--- src/rtl/eth_tg_pkg.sv ---
package eth_tg_pkg;

  typedef enum logic [1:0] {ST_IDLE, ST_FRAME, ST_GAP} tg_state_e;

  typedef struct packed {
    logic [1:0]  len_code;
    logic        gap_long;
    logic [3:0]  dst_nib;
    logic [3:0]  src_nib;
    logic        rand_pl;
    logic        bad;
    logic        cont;
    logic [15:0] pattern;
  } tg_cfg_t;

  localparam logic [31:0] CRC_POLY  = 32'hEDB88320;
  localparam logic [15:0] LFSR_SEED = 16'hACE1;

  function automatic logic [31:0] crc32_byte(input logic [31:0] c, input logic [7:0] b);
    logic [31:0] r;
    r = c ^ {24'h0, b};
    for (int i = 0; i < 8; i++)
      r = r[0] ? ((r >> 1) ^ CRC_POLY) : (r >> 1);
    return r;
  endfunction

  function automatic logic [15:0] lfsr_next(input logic [15:0] s);
    return {s[14:0], s[15] ^ s[13] ^ s[12] ^ s[10]};
  endfunction

endpackage

--- src/rtl/tg_sequencer.sv ---
module tg_sequencer
  import eth_tg_pkg::*;
#(
  parameter int LEN_C0    = 125,
  parameter int LEN_C1    = 64,
  parameter int LEN_C2    = 1518,
  parameter int LEN_C3    = 10000,
  parameter int GAP_SHORT = 12,
  parameter int GAP_LONG  = 1024,
  parameter int BOUND     = 10000,
  parameter int IW        = 14
) (
  input  logic          clk,
  input  logic          rst,
  input  logic          enable,
  input  tg_cfg_t       cfg_in,
  output tg_cfg_t       cfg,
  output logic          emit,
  output logic          start,
  output logic [IW-1:0] idx,
  output logic [IW-1:0] frame_len
);
  localparam int GW = $clog2(GAP_LONG + 1);
  localparam int PW = $clog2(BOUND + 1);

  tg_state_e     state;
  logic [GW-1:0] gap_cnt, gap_len;
  logic [PW-1:0] pkt_cnt;
  logic          en_q, arm, last_byte, halt, stop_bound;

  always_comb begin
    case (cfg.len_code)
      2'b00:   frame_len = IW'(LEN_C0);
      2'b01:   frame_len = IW'(LEN_C1);
      2'b10:   frame_len = IW'(LEN_C2);
      default: frame_len = IW'(LEN_C3);
    endcase
  end

  assign gap_len    = cfg.gap_long ? GW'(GAP_LONG) : GW'(GAP_SHORT);
  assign emit       = (state == ST_FRAME);
  assign start      = (state == ST_IDLE) && arm && enable;
  assign last_byte  = emit && (idx == frame_len - IW'(1));
  assign halt       = !enable || arm;
  assign stop_bound = !cfg.cont && (pkt_cnt == PW'(BOUND - 1));

  always_ff @(posedge clk) begin
    if (rst) begin
      state   <= ST_IDLE;
      idx     <= '0;
      gap_cnt <= '0;
      pkt_cnt <= '0;
      en_q    <= 1'b0;
      arm     <= 1'b0;
      cfg     <= '0;
    end else begin
      en_q <= enable;
      if (!enable)      arm <= 1'b0;
      else if (!en_q)   arm <= 1'b1;
      else if (start)   arm <= 1'b0;

      case (state)
        ST_IDLE: if (start) begin
          cfg     <= cfg_in;
          state   <= ST_FRAME;
          idx     <= '0;
          pkt_cnt <= '0;
        end
        ST_FRAME: if (last_byte) begin
          pkt_cnt <= (pkt_cnt == PW'(BOUND - 1)) ? '0 : pkt_cnt + PW'(1);
          if (halt || stop_bound) state <= ST_IDLE;
          else begin
            state   <= ST_GAP;
            gap_cnt <= '0;
          end
        end else begin
          idx <= idx + IW'(1);
        end
        ST_GAP: begin
          if (halt) state <= ST_IDLE;
          else if (gap_cnt == gap_len - GW'(1)) begin
            state <= ST_FRAME;
            idx   <= '0;
          end else begin
            gap_cnt <= gap_cnt + GW'(1);
          end
        end
        default: state <= ST_IDLE;
      endcase
    end
  end

  assert_cfg_hold_R11: assert property (@(posedge clk) disable iff (rst)
    (state != ST_IDLE) |=> (state == ST_IDLE || $stable(cfg)));
  assert_pkt_bound_R9: assert property (@(posedge clk) disable iff (rst)
    pkt_cnt < PW'(BOUND));
  assert_idx_range_R1: assert property (@(posedge clk) disable iff (rst)
    emit |-> idx < frame_len);
  assert_gap_range_R8: assert property (@(posedge clk) disable iff (rst)
    (state == ST_GAP) |-> gap_cnt < gap_len);
endmodule

--- src/rtl/tg_field_mux.sv ---
module tg_field_mux
  import eth_tg_pkg::*;
#(
  parameter int IW = 14
) (
  input  logic          clk,
  input  logic          rst,
  input  logic          start,
  input  logic          emit,
  input  logic [IW-1:0] idx,
  input  logic [IW-1:0] frame_len,
  input  tg_cfg_t       cfg,
  input  logic [31:0]   fcs_word,
  output logic [7:0]    byte_o,
  output logic          is_data
);
  logic [15:0]   lfsr, plen;
  logic [IW-1:0] fcs_start, pidx;
  logic [1:0]    fk;
  logic          in_payload;

  assign fcs_start  = frame_len - IW'(4);
  assign is_data    = idx < fcs_start;
  assign in_payload = is_data && (idx >= IW'(14));
  assign pidx       = idx - IW'(14);
  assign plen       = 16'(frame_len - IW'(18));
  assign fk         = 2'(idx - fcs_start);

  always_comb begin
    if (idx < IW'(5))        byte_o = 8'hFF;
    else if (idx == IW'(5))  byte_o = {4'hF, cfg.dst_nib};
    else if (idx < IW'(11))  byte_o = 8'hFF;
    else if (idx == IW'(11)) byte_o = {4'hF, cfg.src_nib};
    else if (idx == IW'(12)) byte_o = plen[15:8];
    else if (idx == IW'(13)) byte_o = plen[7:0];
    else if (is_data)        byte_o = cfg.rand_pl ? lfsr[7:0]
                                    : (pidx[0] ? cfg.pattern[7:0] : cfg.pattern[15:8]);
    else                     byte_o = fcs_word[8*fk +: 8];
  end

  always_ff @(posedge clk) begin
    if (rst || start)                          lfsr <= LFSR_SEED;
    else if (emit && in_payload && cfg.rand_pl) lfsr <= lfsr_next(lfsr);
  end

  assert_lfsr_nonzero_R5: assert property (@(posedge clk) disable iff (rst)
    lfsr != 16'h0);
endmodule

--- src/rtl/tg_fcs.sv ---
module tg_fcs
  import eth_tg_pkg::*;
#(
  parameter int IW = 14
) (
  input  logic          clk,
  input  logic          rst,
  input  logic          emit,
  input  logic          is_data,
  input  logic [IW-1:0] idx,
  input  logic [7:0]    byte_in,
  input  logic          bad,
  output logic [31:0]   fcs_word
);
  logic [31:0] crc_q;

  always_ff @(posedge clk) begin
    if (rst) crc_q <= '1;
    else if (emit && is_data)
      crc_q <= crc32_byte((idx == '0) ? 32'hFFFF_FFFF : crc_q, byte_in);
  end

  assign fcs_word = bad ? crc_q : ~crc_q;

  assert_crc_frozen_R6: assert property (@(posedge clk) disable iff (rst)
    (emit && !is_data) |=> $stable(crc_q));
endmodule

--- src/rtl/eth_test_frame_gen.sv ---
module eth_test_frame_gen
  import eth_tg_pkg::*;
#(
  parameter int LEN_C0    = 125,
  parameter int LEN_C1    = 64,
  parameter int LEN_C2    = 1518,
  parameter int LEN_C3    = 10000,
  parameter int GAP_SHORT = 12,
  parameter int GAP_LONG  = 1024,
  parameter int BOUND     = 10000
) (
  input  logic        clk,
  input  logic        rst,
  input  logic        enable,
  input  logic        cont_mode,
  input  logic [1:0]  len_code,
  input  logic        gap_long,
  input  logic [3:0]  dst_nib,
  input  logic [3:0]  src_nib,
  input  logic        rand_payload,
  input  logic        bad_fcs,
  input  logic [15:0] pattern,
  output logic        out_valid,
  output logic [7:0]  out_data,
  output logic        out_last
);
  localparam int IW = $clog2(LEN_C3 + 1);

  tg_cfg_t       cfg_in, cfg;
  logic          emit, start, is_data;
  logic [IW-1:0] idx, frame_len;
  logic [7:0]    byte_c;
  logic [31:0]   fcs_word;

  assign cfg_in = '{len_code: len_code, gap_long: gap_long, dst_nib: dst_nib,
                    src_nib: src_nib, rand_pl: rand_payload, bad: bad_fcs,
                    cont: cont_mode, pattern: pattern};

  tg_sequencer #(
    .LEN_C0(LEN_C0), .LEN_C1(LEN_C1), .LEN_C2(LEN_C2), .LEN_C3(LEN_C3),
    .GAP_SHORT(GAP_SHORT), .GAP_LONG(GAP_LONG), .BOUND(BOUND), .IW(IW)
  ) u_seq (
    .clk(clk), .rst(rst), .enable(enable), .cfg_in(cfg_in), .cfg(cfg),
    .emit(emit), .start(start), .idx(idx), .frame_len(frame_len)
  );

  tg_field_mux #(.IW(IW)) u_mux (
    .clk(clk), .rst(rst), .start(start), .emit(emit), .idx(idx),
    .frame_len(frame_len), .cfg(cfg), .fcs_word(fcs_word),
    .byte_o(byte_c), .is_data(is_data)
  );

  tg_fcs #(.IW(IW)) u_fcs (
    .clk(clk), .rst(rst), .emit(emit), .is_data(is_data), .idx(idx),
    .byte_in(byte_c), .bad(cfg.bad), .fcs_word(fcs_word)
  );

  always_ff @(posedge clk) begin
    if (rst) begin
      out_valid <= 1'b0;
      out_data  <= '0;
      out_last  <= 1'b0;
    end else begin
      out_valid <= emit;
      out_data  <= emit ? byte_c : 8'h00;
      out_last  <= emit && (idx == frame_len - IW'(1));
    end
  end

  assert_last_valid_R1: assert property (@(posedge clk) disable iff (rst)
    out_last |-> out_valid);
  assert_gap_after_last_R8: assert property (@(posedge clk) disable iff (rst)
    out_last |=> !out_valid);
  assert_first_byte_R2: assert property (@(posedge clk) disable iff (rst)
    $rose(out_valid) |-> out_data == 8'hFF);
  assert_quiet_off_R12: assert property (@(posedge clk) disable iff (rst)
    (!enable && !$past(enable) && !out_valid) |=> !out_valid);
endmodule

--- config.mk ---
export PLATFORM = sky130hd
export DESIGN_NAME = eth_test_frame_gen
export DESIGN_NICKNAME = d
export VERILOG_FILES = /design/src/rtl/eth_tg_pkg.sv /design/src/rtl/tg_sequencer.sv /design/src/rtl/tg_field_mux.sv /design/src/rtl/tg_fcs.sv /design/src/rtl/eth_test_frame_gen.sv
export SDC_FILE = /design/constraint.sdc
export NUM_CORES = 1
export LEC_CHECK = 0
export ABC_AREA = 0
export CAP_MARGIN = 5
export CORE_MARGIN = 1
export CORE_UTILIZATION = 40
export CTS_CLUSTER_SIZE = 28
export DETAILED_ROUTE_END_ITERATION = 8
export SYNTH_ARGS = -nofsm -noshare
export SYNTH_HDL_FRONTEND = slang
export SYNTH_SLANG_ARGS = --single-unit
--- constraint.sdc ---
create_clock -name clk -period 4.35 [get_ports clk]
set_input_delay 0.87 -clock clk [delete_from_list [all_inputs] [get_ports clk]]
set_output_delay 0.87 -clock clk [all_outputs]
set_load 0.1 [all_outputs]
==> metrics.md <==
| Metric | Value |
|---|---|
| Total Power | 3.07 mW |
| H-tree depth | 4 |
| Pwr/cell area | 347 nW/um2 |
| Setup TNS | 0 ps |
| Max Buffers Root-to-Sink | 2 |
| Fin. max-slew vios | 0 |
| Async S/R FF share, synth | 0% |
| Core Box Area | 18000 um2 |
| Dpl cell area | 8120 um2 |
| VDD IR max | 0.242 mV |
| Number of max-cap violations | 0 |
| Iter 0 DRT Violations | 390 |
| Worst-path clk slew | 60 ps |
| Core Util, Final | 49.0% |
| Multi-input gate area | 4570 um2 |
| Worst endpoint required time | 4640 ps |
| CTS tree | done |
| Ports | 43 |
| Vias in the first global route | 5858 |
| Fin crit period | 4090 ps |
| Leak Pwr | 3.42 nW |
| CTS Sinks | 131 |
| Worst-margin pin slew | 1180 ps |
| Sequential fraction of the synthesis area | 35.4% |
| Register Area | 2620 um2 |
| Clock buffer count from CTS | 17 |
| Post-synth EDFFs | 0 |
| Filler instances | 1731 |
| Row cnt | 49 |
| Post-Syn Area | 7400 um2 |
| Die area | 19000 um2 |
| CP Max Fanout | 8 |
| #FFs+latches synth | 131 |
| Final Cell Area | 8830 um2 |
| CP Capture Type | register |
| Period utilization | 94.1% |
| Initial Utilization | 41.0% |
| Ratio of cells with drive above 1 in the final layout | 11.0% |
| Outcome | complete, no violations |
| Chip width | 138 um |
| Global-route wire length before repair | 31000 um |
| Setup ws final | 256 ps |
| Setup CP Type | register to register |
| Die height | 138 um |
| Placed Cells | 1116 |
| Crit path launch type | register |
| Syn Area/Cell | 8.55 um2 |
| Total track usage | 20.4% |
| Vias/cell | 5.30 |
| Clock Skew | 9.37 ps |
| Cell count after synthesis | 865 |
| Cell Count, Final, Fillers Out | 1151 |
| Antenna diodes | 0 |
| IO buf count | 42 |
| Routed vias | 6106 |
| Largest net degree at the start of global routing | 53 |
| Worst hold path class | register to register |
| Drc violations | 0 |
| Yosys warns | 0 |
| Hold_ws | 420 ps |
| Initial antenna violation count | 0 |
| Final Hold Viols | 0 |
| Final net count | 968 |
| Count of cell types in the netlist | 70 |
| Max-slew headroom | 20.4% |
| WL per Instance | 16.4 um |
| Root Buffer Master | clkbuf_16 |
| Ys flop type | dfxtp_1 |
| Hpwl dp | 13300 um |
| WP data arrival | 4380 ps |
| Final setup viols | 0 |
| First-pass detailed-route iteration total | 5 |
| Synth-to-Final Area Change | 19.3% |
| Routed Antenna Nets | 0 |
| Routed wire length | 18900 um |
| GRT overflow | 0 |
| Clock latency on the worst-skew pair | 420 ps |
| GPL Wtd Cong | 0.871 |
| Peak Freq | 244 MHz |
| Place WS | 83.5 ps |
area by class of cell:
class | instances | area share, %
Sequential cell | 131 | 29.7
Inverter | 17 | 0.723
Tap cell | 229 | 3.25
Multi-Input combinational cell | 673 | 51.8
Clock inverter | 12 | 2.03
Clock buffer | 20 | 5.17
Timing Repair Buffer | 69 | 7.33
state kept, by name, summed over array words and instances, names as in the netlist, 2 cells and up:
register and count:
u_seq.gap_cnt 11, u_seq.state 2, u_seq.pkt_cnt 14, u_mux.lfsr 16, u_fcs.crc_q 32, u_seq.cfg 30
out_data 8, u_seq.idx 14
power breakdown:
part	internal [mW]	switching (mW)
Combinational	0.114	0.153
Clock	0.991	0.552
Sequential	1.23	0.0273
Total	2.33	0.732
metal layers:
| metal | routed length (um) | track usage, % |
|---|---|---|
| met4 | 410 | 6.71 |
| met3 | 848 | 3.88 |
| met5 | 0 | 0 |
| met2 | 8780 | 32.6 |
| met1 | 8860 | 27.5 |
synth_stat cells (7+ instances only):
cell type	number	share of area, %
a21oi_1	66	4.5
and2_1	8	0.68
and3_1	8	0.68
buf_2	7	0.47
clkbuf_1	35	1.8
dfxtp_1	131	35
ha_1	25	4.2
inv_1	17	0.86
mux2i_1	32	4.3
mux4_2	8	2.4
nand2_1	132	6.7
nand3_1	14	0.95
nand4_1	15	1.3
nor2_1	106	5.4
nor3_1	18	1.2
o211ai_1	19	1.9
o21ai_0	36	2.4
or3_1	7	0.59
xnor2_1	65	7.7
xor2_1	36	4.3
logic make-up after synthesis:
family | synth area share (%)
AO/OA/AOI/OAI | 13.1
XOR/XNOR | 16.2
adder cells (fa/ha/maj) | 4.50
buffers and inverters | 3.47
flip-flops | 35.4
multiplexers | 6.76
other | 0.0507
AND/OR/NAND/NOR | 20.5
layout by cell type, fill, tap and decap left out, types with 7 or more instances in the layout:
cell type        Yosys  final
nand4_1             15     15
o211ai_1            19     19
nor2_1             106    105
xor2_1              36     35
mux2i_1             32     31
o21ai_0             36     36
nand2_1            132    132
clkdlybuf4s50_1      0     41
a21oi_1             66     66
or3_1                7      7
nand3_1             14     14
buf_4                0     24
and2_1               8      8
ha_1                25     25
nor3_1              18     18
dfxtp_1            131    130
and3_1               8      8
mux4_2               8      8
clkbuf_16            0     17
xnor2_1             65     64
inv_1               17     17
final timing paths:
check	start	to	slack [ps]	cells after the start
min reg2reg	u_seq.en_q	u_seq.arm	420	1
max	u_seq.cfg[28]	u_fcs.crc_q[19]	260	15
min	u_seq.en_q	u_seq.arm	420	1
max reg2reg	u_seq.cfg[28]	u_fcs.crc_q[19]	260	15
critical path, stage by stage (launching register included):
cell and delay [ps]:
dfxtp_1 300, inv_1 150, ha_1 200, ha_1 140, inv_1 40, fa_1 570, buf_12 170, mux4_2 520
xor2_1 190, nor3b_1 200, o211a_2 270, xor2_4 330, xnor3_2 450, xnor2_1 190, xnor2_1 150, o21ai_1 70
repair_timing:
item | 4_1_cts | 5_1_grt
hold buffers | 0 | 0
resized for setup | 0 | 8
buffers inserted | 0 | 2
endpoints found under the setup margin | 0 | 13
No activity file was read; power rests on OpenSTA's default activity.
